===== config.mk =====
export PLATFORM = sky130hd
export DESIGN_NAME = jtag_tap
export DESIGN_NICKNAME = d
export VERILOG_FILES = /design/src/rtl/tap_pkg.sv /design/src/rtl/tap_fsm.sv /design/src/rtl/tap_ir_dec.sv /design/src/rtl/tap_dr_bank.sv /design/src/rtl/jtag_tap.sv
export SDC_FILE = /design/constraint.sdc
export NUM_CORES = 1
export LEC_CHECK = 0
export CAP_MARGIN = 20
export CORE_ASPECT_RATIO = 1.5
export CORE_MARGIN = 1.5
export CORE_UTILIZATION = 40
export DETAILED_ROUTE_END_ITERATION = 10
export DONT_BUFFER_PORTS = 1
export GPL_ROUTABILITY_DRIVEN = 1
export PLACE_DENSITY = 0.51
export SLEW_MARGIN = 20
export SYNTH_ARGS = -nofsm -noshare
export SYNTH_HDL_FRONTEND = slang
export SYNTH_SLANG_ARGS = --single-unit

===== constraint.sdc =====
create_clock -name tck -period 1.8 [get_ports tck]
set_input_delay 0.36 -clock tck [delete_from_list [all_inputs] [get_ports tck]]
set_output_delay 0.36 -clock tck [all_outputs]
set_load 0.01 [all_outputs]

===== src/rtl/tap_pkg.sv =====
package tap_pkg;

   typedef enum logic [3:0] {
      ST_TLR, ST_RTI,
      ST_SEL_DR, ST_CAP_DR, ST_SH_DR, ST_EX1_DR, ST_PAU_DR, ST_EX2_DR, ST_UPD_DR,
      ST_SEL_IR, ST_CAP_IR, ST_SH_IR, ST_EX1_IR, ST_PAU_IR, ST_EX2_IR, ST_UPD_IR
   } tap_state_e;

   typedef enum logic [1:0] {
      PATH_BYP, PATH_ID, PATH_RST, PATH_BND
   } dr_path_e;

   function automatic tap_state_e tap_next(input tap_state_e s, input logic m);
      case (s)
         ST_TLR:    return m ? ST_TLR    : ST_RTI;
         ST_RTI:    return m ? ST_SEL_DR : ST_RTI;
         ST_SEL_DR: return m ? ST_SEL_IR : ST_CAP_DR;
         ST_CAP_DR: return m ? ST_EX1_DR : ST_SH_DR;
         ST_SH_DR:  return m ? ST_EX1_DR : ST_SH_DR;
         ST_EX1_DR: return m ? ST_UPD_DR : ST_PAU_DR;
         ST_PAU_DR: return m ? ST_EX2_DR : ST_PAU_DR;
         ST_EX2_DR: return m ? ST_UPD_DR : ST_SH_DR;
         ST_UPD_DR: return m ? ST_SEL_DR : ST_RTI;
         ST_SEL_IR: return m ? ST_TLR    : ST_CAP_IR;
         ST_CAP_IR: return m ? ST_EX1_IR : ST_SH_IR;
         ST_SH_IR:  return m ? ST_EX1_IR : ST_SH_IR;
         ST_EX1_IR: return m ? ST_UPD_IR : ST_PAU_IR;
         ST_PAU_IR: return m ? ST_EX2_IR : ST_PAU_IR;
         ST_EX2_IR: return m ? ST_UPD_IR : ST_SH_IR;
         default:   return m ? ST_SEL_DR : ST_RTI;
      endcase
   endfunction

endpackage


===== src/rtl/tap_fsm.sv =====
module tap_fsm
   import tap_pkg::*;
(
   input  logic       tck,
   input  logic       trst_n,
   input  logic       tms,
   output tap_state_e state
);

   always_ff @(posedge tck or negedge trst_n) begin
      if (!trst_n) state <= ST_TLR;
      else         state <= tap_next(state, tms);
   end

   // checker: consecutive high tms edges, saturating at five
   logic [2:0] hi_run;
   always_ff @(posedge tck or negedge trst_n) begin
      if (!trst_n)           hi_run <= 3'd0;
      else if (!tms)         hi_run <= 3'd0;
      else if (hi_run != 3'd5) hi_run <= hi_run + 3'd1;
   end


   five_high_tlr_chk: assert property (@(posedge tck) disable iff (!trst_n)
      (hi_run == 3'd5) |-> (state == ST_TLR));

endmodule


===== src/rtl/tap_ir_dec.sv =====
module tap_ir_dec
   import tap_pkg::*;
#(
   parameter int unsigned IR_W = 4,
   parameter logic [IR_W-1:0] OP_EXTEST = 'h0,
   parameter logic [IR_W-1:0] OP_IDCODE = 'h1,
   parameter logic [IR_W-1:0] OP_SAMPLE = 'h2,
   parameter logic [IR_W-1:0] OP_RESET  = 'hC,
   parameter logic [IR_W-1:0] OP_BYPASS = '1
)(
   input  logic       tck,
   input  logic       trst_n,
   input  logic       tdi,
   input  tap_state_e state,
   output logic       ir_lsb,
   output dr_path_e   path,
   output logic       extest
);

   localparam logic [IR_W-1:0] CAP_PAT = {{(IR_W-1){1'b0}}, 1'b1};

   if (IR_W < 2) begin : g_bad_irw
      $error("tap_ir_dec: IR_W must be at least 2");
   end
   if (OP_BYPASS != {IR_W{1'b1}}) begin : g_bad_byp
      $error("tap_ir_dec: bypass code must be all ones");
   end
   if (OP_IDCODE == OP_EXTEST || OP_SAMPLE == OP_EXTEST || OP_RESET == OP_IDCODE) begin : g_bad_ops
      $error("tap_ir_dec: instruction codes collide");
   end

   logic [IR_W-1:0] ir_sr, ir_q;

   always_ff @(posedge tck or negedge trst_n) begin
      if (!trst_n) begin
         ir_sr <= CAP_PAT;
         ir_q  <= OP_IDCODE;
      end else begin
         case (state)
            ST_CAP_IR: ir_sr <= CAP_PAT;
            ST_SH_IR:  ir_sr <= {tdi, ir_sr[IR_W-1:1]};
            default:   ir_sr <= ir_sr;
         endcase
         if (state == ST_TLR)      ir_q <= OP_IDCODE;
         else if (state == ST_UPD_IR) ir_q <= ir_sr;
      end
   end

   always_comb begin
      if (ir_q == OP_IDCODE)                          path = PATH_ID;
      else if (ir_q == OP_RESET)                      path = PATH_RST;
      else if (ir_q == OP_EXTEST || ir_q == OP_SAMPLE) path = PATH_BND;
      else                                            path = PATH_BYP;
   end

   assign extest = (ir_q == OP_EXTEST);
   assign ir_lsb = ir_sr[0];


   cap_ir_pat_chk: assert property (@(posedge tck) disable iff (!trst_n)
      (state == ST_CAP_IR) |=> (ir_sr == CAP_PAT));

endmodule


===== src/rtl/tap_dr_bank.sv =====
module tap_dr_bank
   import tap_pkg::*;
#(
   parameter int unsigned ID_W = 32,
   parameter logic [3:0]  ID_VERSION = 4'h0,
   parameter logic [15:0] ID_PART    = 16'h9403,
   parameter logic [10:0] ID_MAKER   = 11'h01F
)(
   input  logic       tck,
   input  logic       trst_n,
   input  logic       tdi,
   input  tap_state_e state,
   input  dr_path_e   path,
   input  logic       bnd_so,
   output logic       dr_lsb,
   output logic       rst_req
);

   localparam logic [ID_W-1:0] ID_WORD = {ID_VERSION, ID_PART, ID_MAKER, 1'b1};

   if (ID_W != 32) begin : g_bad_idw
      $error("tap_dr_bank: identification word must be 32 bits");
   end

   logic [ID_W-1:0] id_sr;
   logic            byp_q, rst_q;
   logic            cap, sh;

   assign cap = (state == ST_CAP_DR);
   assign sh  = (state == ST_SH_DR);

   always_ff @(posedge tck or negedge trst_n) begin
      if (!trst_n) begin
         id_sr <= ID_WORD;
         byp_q <= 1'b0;
         rst_q <= 1'b0;
      end else begin
         if (path == PATH_ID) begin
            if (cap)     id_sr <= ID_WORD;
            else if (sh) id_sr <= {tdi, id_sr[ID_W-1:1]};
         end
         if (path == PATH_BYP) begin
            if (cap)     byp_q <= 1'b0;
            else if (sh) byp_q <= tdi;
         end
         if (path == PATH_RST && sh) rst_q <= tdi;
      end
   end

   always_comb begin
      case (path)
         PATH_ID:  dr_lsb = id_sr[0];
         PATH_RST: dr_lsb = rst_q;
         PATH_BND: dr_lsb = bnd_so;
         default:  dr_lsb = byp_q;
      endcase
   end

   assign rst_req = rst_q;


   byp_cap_zero_chk: assert property (@(posedge tck) disable iff (!trst_n)
      (cap && path == PATH_BYP) |=> (byp_q == 1'b0));


   rst_hold_chk: assert property (@(posedge tck) disable iff (!trst_n)
      !(sh && path == PATH_RST) |=> $stable(rst_req));

endmodule


===== src/rtl/jtag_tap.sv =====
module jtag_tap
   import tap_pkg::*;
#(
   parameter int unsigned IR_W = 4,
   parameter logic [3:0]  ID_VERSION = 4'h0,
   parameter logic [15:0] ID_PART    = 16'h9403,
   parameter logic [10:0] ID_MAKER   = 11'h01F
)(
   input  logic tck,
   input  logic trst_n,
   input  logic tms,
   input  logic tdi,
   output logic tdo,
   output logic tdo_en,
   output logic bnd_si,
   input  logic bnd_so,
   output logic bnd_clk_en,
   output logic bnd_shift,
   output logic bnd_update,
   output logic bnd_extest,
   output logic sys_rst_req
);

   tap_state_e state;
   dr_path_e   path;
   logic       ir_lsb, dr_lsb, bnd_sel;

   tap_fsm u_fsm (
      .tck    (tck),
      .trst_n (trst_n),
      .tms    (tms),
      .state  (state)
   );

   tap_ir_dec #(.IR_W(IR_W)) u_ir (
      .tck    (tck),
      .trst_n (trst_n),
      .tdi    (tdi),
      .state  (state),
      .ir_lsb (ir_lsb),
      .path   (path),
      .extest (bnd_extest)
   );

   tap_dr_bank #(
      .ID_VERSION (ID_VERSION),
      .ID_PART    (ID_PART),
      .ID_MAKER   (ID_MAKER)
   ) u_dr (
      .tck     (tck),
      .trst_n  (trst_n),
      .tdi     (tdi),
      .state   (state),
      .path    (path),
      .bnd_so  (bnd_so),
      .dr_lsb  (dr_lsb),
      .rst_req (sys_rst_req)
   );

   assign bnd_sel    = (path == PATH_BND);
   assign bnd_si     = tdi;
   assign bnd_shift  = bnd_sel && (state == ST_SH_DR);
   assign bnd_clk_en = bnd_sel && (state == ST_SH_DR || state == ST_CAP_DR);
   assign bnd_update = bnd_sel && (state == ST_UPD_DR);

   always_ff @(negedge tck or negedge trst_n) begin
      if (!trst_n) begin
         tdo    <= 1'b0;
         tdo_en <= 1'b0;
      end else begin
         tdo_en <= (state == ST_SH_IR) || (state == ST_SH_DR);
         tdo    <= (state == ST_SH_IR) ? ir_lsb :
                   (state == ST_SH_DR) ? dr_lsb : 1'b0;
      end
   end


   tdo_en_shift_chk: assert property (@(posedge tck) disable iff (!trst_n)
      tdo_en |-> (state == ST_SH_IR || state == ST_SH_DR));


   extest_drop_chk: assert property (@(posedge tck) disable iff (!trst_n)
      (state == ST_TLR) |=> !bnd_extest);

endmodule


==> metrics.txt <==
Port Buffers=0; fraction of layout cells with a size suffix above 1=31.3%; DIE WIDTH=65.0 um; Inst Count DP=331; core box area=5490 sq um; Starting DRT DRC Count=120; status=complete, but fails checks; largest net degree at the start of global routing=47; fin cells=351; Pwr Density=1660 nW/um^2; mean routed wirelength per cell=13.7 um; cts bufs inserted=5; ys async rst share=100%; Post-DP HPWL=3090 um; CP arrival=1.41 ns; DR vias=1,767; RSZ-0062 raised after global routing=true; CP Capture Type=flop; nets=285; total negative slack=-0.776 ns; clock slew at reported path FFs=0.09 ns; main flop type after synthesis=dfrtp_1; sequential area share after synthesis=52.8%; fill count=542; Leak=1.19 nW; initial antenna violation count=0; IO Count=13; area delta synth->final=23.7%; cell repeated most along the worst path=o21ai_1; DR vias/cell=5.03; Clock Skew=0.00652 ns; Critical-path top delay cell=dfstp_2; register area=1220 sq um; starting utilization of the core area=42.0%; syn_area_per_cell=9.18 sq um; Post-Synthesis Cells=251; Final Hold Viols=0; clk sinks=48; worst hold path class=input port to flop; drt first pass iters=4; root buffer cell=clkbuf_8; worst-margin pin slew=0.288 ns; final worst slack=-0.360 ns; all-layer global routing usage=17.6%; Mapped Area=2300 sq um; vias in the first global route=1,749; Max Cap Violations=0; Yosys reg bits=48; dpl cell area=2500 sq um; Synth area leaders=dfrtp_1, dfstp_2, nand2_1; fin. max-slew vios=0; CP Max Fanout=3; Max VDD drop=0.774 mV; final wirelength=4800 um; gpl congestion=0.764; Die ar.=6240 sq um; Worst Path Required=1.05 ns; htree depth=2; Finished Cell Area=2850 sq um; Largest stage delay, worst path=0.53 ns; Synth area leader=dfrtp_1; Antenna Nets Post-Route=0; synthesis warning total=0; Setup CP Type=flop to flop; worst-skew pair later-pin latency=0.30 ns; CTS max path bufs=2; Synth cell types=38; CTS tree=yes; syn_nets=256; # diodes=0; first-pass GRT wire length=8290 um; slew margin rel.=80.7%; EDFF count, synth=0; critical path cell sequence=and4bb_2 > a21o_1 > o21ai_1 > o21ai_1; die height=96.0 um; area of the multi-input gates=1040 sq um; failing checks=setup timing; GRT overflow=0; DR DRC count=0; # rows=33; Setup violations, final=4; CP Launch Type=flop; Yosys top cell area share=35.8%
worst paths after layout:
| path | startpoint | end | cells past startpoint | slack (ns) |
|---|---|---|---|---|
| worst max-delay path | u_ir.ir_q[0] | tdo | 4 | -0.36 |
| min in group asynchronous | trst_n | tdo | 0 | 0.53 |
| worst min register to register | u_dr.id_sr[5] | u_dr.id_sr[5] | 2 | 0.47 |
| worst min-delay path | tdi | u_ir.ir_sr[3] | 2 | 0.20 |
| max in group asynchronous | trst_n | u_ir.ir_q[0] | 2 | 0.96 |
| worst max register to register | u_ir.ir_q[0] | tdo | 4 | -0.36 |
placed cells by master, fill, tap and decap left out, types with 2 or more instances in the layout:
master,instances
buf_12,3
dfrtn_1,2
o22ai_1,4
buf_6,6
or3_1,2
a21o_1,2
nand2_1,65
nor2b_1,5
nor2_1,17
clkinvlp_4,3
buf_4,26
dfrtp_1,31
a221o_1,2
o21ai_0,14
a21oi_1,9
nand3_1,2
nor2_4,4
nand2b_4,2
o21ai_1,20
inv_1,4
clkbuf_8,6
dfrtp_2,2
o21ai_2,11
dfstp_2,13
nor3_1,2
critical path, delay by kind of cell (launching register included):
kind            cells  cell delay, ns
compound gates      3            0.34
flops               1            0.53
simple gates        1            0.24
metal layers:
metal	vias to the layer above	part of all wire (%)	global-route usage (%)	wire [um]
met5	-	0	0	0
li1	912	-	-	-
met4	0	1.9	6.91	89
met3	5	1.9	3.39	92
met2	16	53	31.4	2530
met1	834	43	20.7	2090
cells by family after synthesis:
kind of cell	after synthesis	synth area share [%]
AND/OR/NAND/NOR	107	20.0
flip-flops	48	52.8
multiplexers	2	0.923
buffers and inverters	22	5.97
AO/OA/AOI/OAI	72	20.3
sequential cells by signal, indices dropped and copies added (netlist names):
name and cells:
u_ir.ir_sr 4, u_dr.byp_q 1, u_dr.rst_req 1, u_dr.id_sr 32
u_fsm.state 4, tdo_en 1, u_ir.ir_q 4, tdo 1
cell usage after synthesis (all sizes together) (2+ instances only):
master	instances
nand2	66
o21ai	46
dfrtp	33
nor2	21
buf	13
dfstp	13
a21oi	9
inv	6
nor2b	5
o22ai	4
clkbuf	3
nand2b	3
or3	3
a21o	2
a221o	2
dfrtn	2
nand3	2
nor3	2
power breakdown:
group / leakage (nW) / internal [W] / switching (W) / total (W)
logic: 0.550 / 0.00103 / 0.00121 / 0.00224
registers: 0.598 / 0.00154 / 0.000254 / 0.00179
clock network: 0.0434 / 0.000312 / 0.000376 / 0.000688
total: 1.19 / 0.00288 / 0.00184 / 0.00472
metrics by stage:
step                      util, %  setup slack [ns]  hold WS [ns]  power, W
after floorplan                 -            -0.362        0.0644   0.00322
after global placement       45.6            -0.346        0.0661   0.00366
after detailed placement     45.6            -0.351        0.0663   0.00370
after CTS                    50.5            -0.368         0.192   0.00462
after global routing         51.9            -0.423         0.190   0.00513
final                        51.9            -0.360         0.197   0.00472
cell type report:
| cell class | count | share of cell area [%] |
|---|---|---|
| inverter | 6 | 0.921 |
| clock buffer | 6 | 2.90 |
| multi-input combinational | 181 | 36.6 |
| tap | 70 | 3.07 |
| timing repair buffer | 38 | 13.2 |
| clock inverter | 2 | 0.527 |
| sequential | 48 | 42.8 |
repair_timing:
action / CTS / global route
hold endpoints to repair: 46 / 0
pin swaps: 6 / 5
resized for setup: 25 / 11
hold buffers: 2 / 0
buffers inserted: 5 / 6
endpoints found under the setup margin: 8 / 9
Note: power is estimated with default switching activity, not from simulation.
